File: src/rtl/vend_pkg.sv
package vend_pkg;
    typedef enum logic [1:0] {
        CR_ZERO = 2'b00,
        CR_FIVE = 2'b01,
        CR_TEN  = 2'b10,
        CR_PAID = 2'b11
    } credit_e;
endpackage

File: src/rtl/vend_credit_fsm.sv
module vend_credit_fsm
    import vend_pkg::*;
(
    input  logic    clk,
    input  logic    rst,
    input  logic    nickel_i,
    input  logic    dime_i,
    output credit_e state_o
);
    credit_e state_q, state_d;

    // state register
    always_ff @(posedge clk) begin
        if (rst) state_q <= CR_ZERO;
        else     state_q <= state_d;
    end

    // next-state logic; both lines together resolve as a dime
    always_comb begin
        state_d = state_q;
        unique case (state_q)
            CR_ZERO: begin
                if (dime_i)        state_d = CR_TEN;
                else if (nickel_i) state_d = CR_FIVE;
            end
            CR_FIVE: begin
                if (dime_i)        state_d = CR_PAID;
                else if (nickel_i) state_d = CR_TEN;
            end
            CR_TEN: begin
                if (dime_i || nickel_i) state_d = CR_PAID;
            end
            CR_PAID: state_d = CR_PAID;
        endcase
    end

    assign state_o = state_q;

    p_reset_idle_r1: assert property (@(posedge clk) rst |=> state_q == CR_ZERO);
    p_idle_hold_r2: assert property (@(posedge clk) disable iff (rst)
        (!nickel_i && !dime_i && state_q != CR_PAID) |=> $stable(state_q));
    p_nickel_zero_r3: assert property (@(posedge clk) disable iff (rst)
        (state_q == CR_ZERO && nickel_i && !dime_i) |=> state_q == CR_FIVE);
    p_nickel_five_r3: assert property (@(posedge clk) disable iff (rst)
        (state_q == CR_FIVE && nickel_i && !dime_i) |=> state_q == CR_TEN);
    p_nickel_ten_r3: assert property (@(posedge clk) disable iff (rst)
        (state_q == CR_TEN && nickel_i && !dime_i) |=> state_q == CR_PAID);
    p_dime_zero_r4: assert property (@(posedge clk) disable iff (rst)
        (state_q == CR_ZERO && dime_i) |=> state_q == CR_TEN);
    p_dime_sat_r4: assert property (@(posedge clk) disable iff (rst)
        ((state_q == CR_FIVE || state_q == CR_TEN) && dime_i) |=> state_q == CR_PAID);
    p_paid_hold_r6: assert property (@(posedge clk) disable iff (rst)
        state_q == CR_PAID |=> state_q == CR_PAID);
endmodule

File: src/rtl/vend_clash_flag.sv
module vend_clash_flag (
    input  logic clk,
    input  logic rst,
    input  logic nickel_i,
    input  logic dime_i,
    output logic clash_o
);
    logic clash_q;

    always_ff @(posedge clk) begin
        if (rst)                      clash_q <= 1'b0;
        else if (nickel_i && dime_i)  clash_q <= 1'b1;
    end

    assign clash_o = clash_q;

    p_clash_set_r7: assert property (@(posedge clk) disable iff (rst)
        (nickel_i && dime_i) |=> clash_q);
    p_clash_sticky_r7: assert property (@(posedge clk) disable iff (rst)
        clash_q |=> clash_q);
    p_clash_reset_r1: assert property (@(posedge clk) rst |=> !clash_q);
endmodule

File: src/rtl/vend_release_stage.sv
module vend_release_stage #(
    parameter bit REG_OUT = 1'b0
) (
    input  logic clk,
    input  logic rst,
    input  logic paid_i,
    output logic release_o
);
    generate
        if (REG_OUT) begin : g_reg
            logic release_q;
            always_ff @(posedge clk) begin
                if (rst) release_q <= 1'b0;
                else     release_q <= paid_i;
            end
            assign release_o = release_q;

            p_reg_lag_r8: assert property (@(posedge clk) disable iff (rst)
                1'b1 |=> release_o == $past(paid_i));
        end else begin : g_comb
            assign release_o = paid_i;
        end
    endgenerate
endmodule

File: src/rtl/vend_ctrl.sv
module vend_ctrl
    import vend_pkg::*;
#(
    parameter bit REG_OUT = 1'b0
) (
    input  logic clk,
    input  logic rst,
    input  logic nickel_i,
    input  logic dime_i,
    output logic release_o,
    output logic clash_o
);
    credit_e state;
    logic    paid;

    vend_credit_fsm u_fsm (
        .clk      (clk),
        .rst      (rst),
        .nickel_i (nickel_i),
        .dime_i   (dime_i),
        .state_o  (state)
    );

    // Moore output decode
    always_comb begin
        unique case (state)
            CR_PAID: paid = 1'b1;
            default: paid = 1'b0;
        endcase
    end

    vend_clash_flag u_clash (
        .clk      (clk),
        .rst      (rst),
        .nickel_i (nickel_i),
        .dime_i   (dime_i),
        .clash_o  (clash_o)
    );

    vend_release_stage #(.REG_OUT(REG_OUT)) u_rel (
        .clk       (clk),
        .rst       (rst),
        .paid_i    (paid),
        .release_o (release_o)
    );

    p_release_stays_r6: assert property (@(posedge clk) disable iff (rst)
        release_o |=> release_o);
    p_release_reset_r1: assert property (@(posedge clk) rst |=> !release_o);

    generate
        if (!REG_OUT) begin : g_chk_comb
            p_release_on_coin_r5: assert property (@(posedge clk) disable iff (rst)
                (!release_o && !nickel_i && !dime_i) |=> !release_o);
        end
    endgenerate
endmodule

File: config.mk
export PLATFORM = sky130hd
export DESIGN_NAME = vend_ctrl
export DESIGN_NICKNAME = d
export VERILOG_FILES = /design/src/rtl/vend_pkg.sv /design/src/rtl/vend_credit_fsm.sv /design/src/rtl/vend_clash_flag.sv /design/src/rtl/vend_release_stage.sv /design/src/rtl/vend_ctrl.sv
export SDC_FILE = /design/constraint.sdc
export NUM_CORES = 1
export LEC_CHECK = 0
export CAP_MARGIN = 40
export CORE_AREA = 2 2 39 41
export CTS_CLUSTER_SIZE = 12
export DETAILED_ROUTE_END_ITERATION = 8
export DIE_AREA = 0 0 41 43
export GPL_TIMING_DRIVEN = 0
export PLACE_DENSITY_LB_ADDON = 0.12
export SYNTH_ARGS = -nofsm -noshare
export SYNTH_HDL_FRONTEND = slang
export SYNTH_SLANG_ARGS = --single-unit
File: constraint.sdc
create_clock -name clk -period 1 [get_ports clk]
set_input_delay 0.15 -clock clk [delete_from_list [all_inputs] [get_ports clk]]
set_output_delay 0.15 -clock clk [all_outputs]
set_load 0.05 [all_outputs]
==> results.md <==
- Worst hold slack: 0.4669 ns
- 1st-iter DRT viols: 0
- Number of global-route vias before repair: 134
- R2R cell count: 2
- Total CTS buffers: 3
- Tmin final: 1.007 ns
- Clock Root Buffer: clkbuf_4
- FMAX: 992.8 MHz
- Leakage: 0.00008195 µW
- Pwr Density: 1907 nW/µm²
- Slew headroom: 0.8295
- Post-synthesis average cell area: 9.593 µm²
- Clock sinks: 3
- Net Count, Synth: 16
- CP endpoint: release_o
- Worst path buffer plus inverter count: 1
- Cell breakdown of the critical path: and2_4, buf_8
- Worst clock skew: 0.005362 ns
- Syn Inst Count: 12
- CP arrival: 0.86 ns
- Max-slew violations: 0
- GPL Wtd Cong: 0.6221
- Worst Path Required: 0.85 ns
- CTS max path bufs: 2
- TritonCTS clock tree: yes
- Critical Path Stages: 2
- # IOs: 6
- Cell Rows: 14
- First drt pass iteration count: 1
- DRC: 0
- Synth Area in Compound Gates: 0.1087
- Peak VDD IR: 0.5640 mV
- XOR/XNOR Fraction of Synth Area: 0
- Die height: 43 µm
- Simple-Gate Fraction of Synth Area: 0.3696
- Reg-to-Reg Start: u_fsm.state_o[1]
- Most frequent cells in the layout: clkbuf_4, clkdlybuf4s50_1, nor2_1
- Crit path from: u_fsm.state_o[0]
- Initial antenna violation count: 0
- Avg WL per Cell: 7.838 µm
- Antenna Nets Post-Route: 0
- CP top delay family: flip-flops
- Period utilization: 1.007
- Skew-Pair Late Insertion Delay: 0.23 ns
- Via/cell ratio: 3.351
- Top post-synthesis cells by area: dfxtp_1, nor4bb_1, a211oi_1
- H-tree Lvls: 1
- Final setup vio count: 1
- Slowest CP cell: dfxtp_4
- Synth Area in Adders: 0
- Multiplexer area fraction after synthesis: 0
- Routed WL: 290 µm
- Synthesized cell area: 115.1 µm²
- Largest family of logic cells by synthesized area: simple AND/OR/NAND/NOR gates
- WS Path Type: reg -> out
- First-pass GRT wire length: 524 µm
- CORE AREA: 1384 µm²
- RSZ-0062 raised after global routing: true
- Setup ws final: -0.007276 ns
- Area grow syn2layout: 90.22%
- Yosys Warn Count: 0
- Setup TNS: -0.007276 ns
- Setup crit end kind: output port
- Share of the synthesized area in the top cell type: 0.5217
- Clk pin slew, worst setup/hold paths: 0.04 ns
- R2r endpoint: u_fsm.state_o[0]
- Port bufs: 5
- Outcome: finished with violations
- Synth unique cells: 9
- FF+latch count, synth: 3
- Yosys top cell by area: dfxtp_1
- Fraction of layout cells with a size suffix above 1: 0.3810
- Fin nets: 26
- Grt total ovfl: 0
- Final Hold Viols: 0
- FF-to-FF setup slack: 0.20 ns
- Ant diodes: 0
- Tot GR Track Use: 0.04915
- Critical Path Source Type: flip-flop
- Max_cap viols: 0
- Initial Util: 0.08318
- Setup Buffers After CTS: 0
- Chip width: 41 µm
- CP peak stage delay: 0.35 ns
- Failing checks: negative setup slack
- Die Area: 1763 µm²
- Slew @ Worst Pin: 0.2523 ns
- Critical path peak fanout: 5
- Hold Crit Class: reg -> reg
- Seq/Total Area, Yosys: 0.5217
- DR vias: 124
- Pin count of the biggest net entering global routing: 6
-- Yosys cell counts --
cell type and count:
nor3_1 1, nor2_1 2, dfxtp_1 3, a21oi_1 1, a211oi_1 1, nor4bb_1 1
nor3b_1 1, nor4_1 1, and2_1 1
-- state kept, by name (all words and copies together) (netlist names) --
register / count
u_fsm.state_o: 2
u_clash.clash_o: 1
-- metrics by stage --
step,util,setup slack (ns),power [µW],std cells,area [µm²]
final,0.1582,-0.007276,417.5,37,219.0
after floorplan,-,0.06989,172.3,12,115.1
after CTS,0.1564,-0.02162,433.0,37,216.5
after detailed placement,0.1338,-0.4404,202.8,33,185.2
after global placement,0.1338,-0.4434,202.8,33,185.2
after global routing,0.1582,-0.04858,447.0,37,219.0
-- logic make-up after synthesis --
logic type,after synthesis
simple gates,7
compound gates,2
flops,3
-- power by group --
part / switching, µW / leakage, µW / internal [µW]
Clock: 63.9 / 0.0000150 / 150
Sequential: 8.56 / 0.0000257 / 131
Combinational: 33.1 / 0.0000412 / 30.9
-- layer usage --
metal | part of all wire | up-vias | track usage
li1 | - | 62 | -
met4 | 0 | 0 | 0.06000
met3 | 0.11 | 0 | 0.03141
met2 | 0.44 | 6 | 0.05313
met1 | 0.44 | 56 | 0.05449
met5 | 0 | - | 0
-- area by class of cell --
cell class	count	area, µm²
fill	159	1165
clock buffer	4	26.28
multi-input combinational	9	57.56
tap	16	20.02
timing repair buffer	5	50.05
sequential	3	65.06
-- worst min-delay path by stage --
stage,from,endpoint,slack [ns],cells after the start
2_1_floorplan,rst,u_clash.clash_o,0.22,1
3_3_place_gp,u_clash.clash_o,u_clash.clash_o,0.47,2
3_5_place_dp,u_clash.clash_o,u_clash.clash_o,0.47,2
4_1_cts,u_clash.clash_o,u_clash.clash_o,0.48,2
5_1_grt,u_fsm.state_o[1],u_fsm.state_o[1],0.52,2
6_report,u_clash.clash_o,u_clash.clash_o,0.47,2
-- timing repair --
item,4_1_cts,5_1_grt
hold buffers,0,0
endpoints found under the setup margin,2,2
gates cloned,0,0
pin swaps,1,0
resized for setup,16,1
-- worst reg2reg max path, cell delays in order (launching register included) --
cell      delay, ns
dfxtp_2        0.32
nor4bb_1       0.29
nor4_1         0.08
No activity file was read; power rests on OpenSTA's default activity.
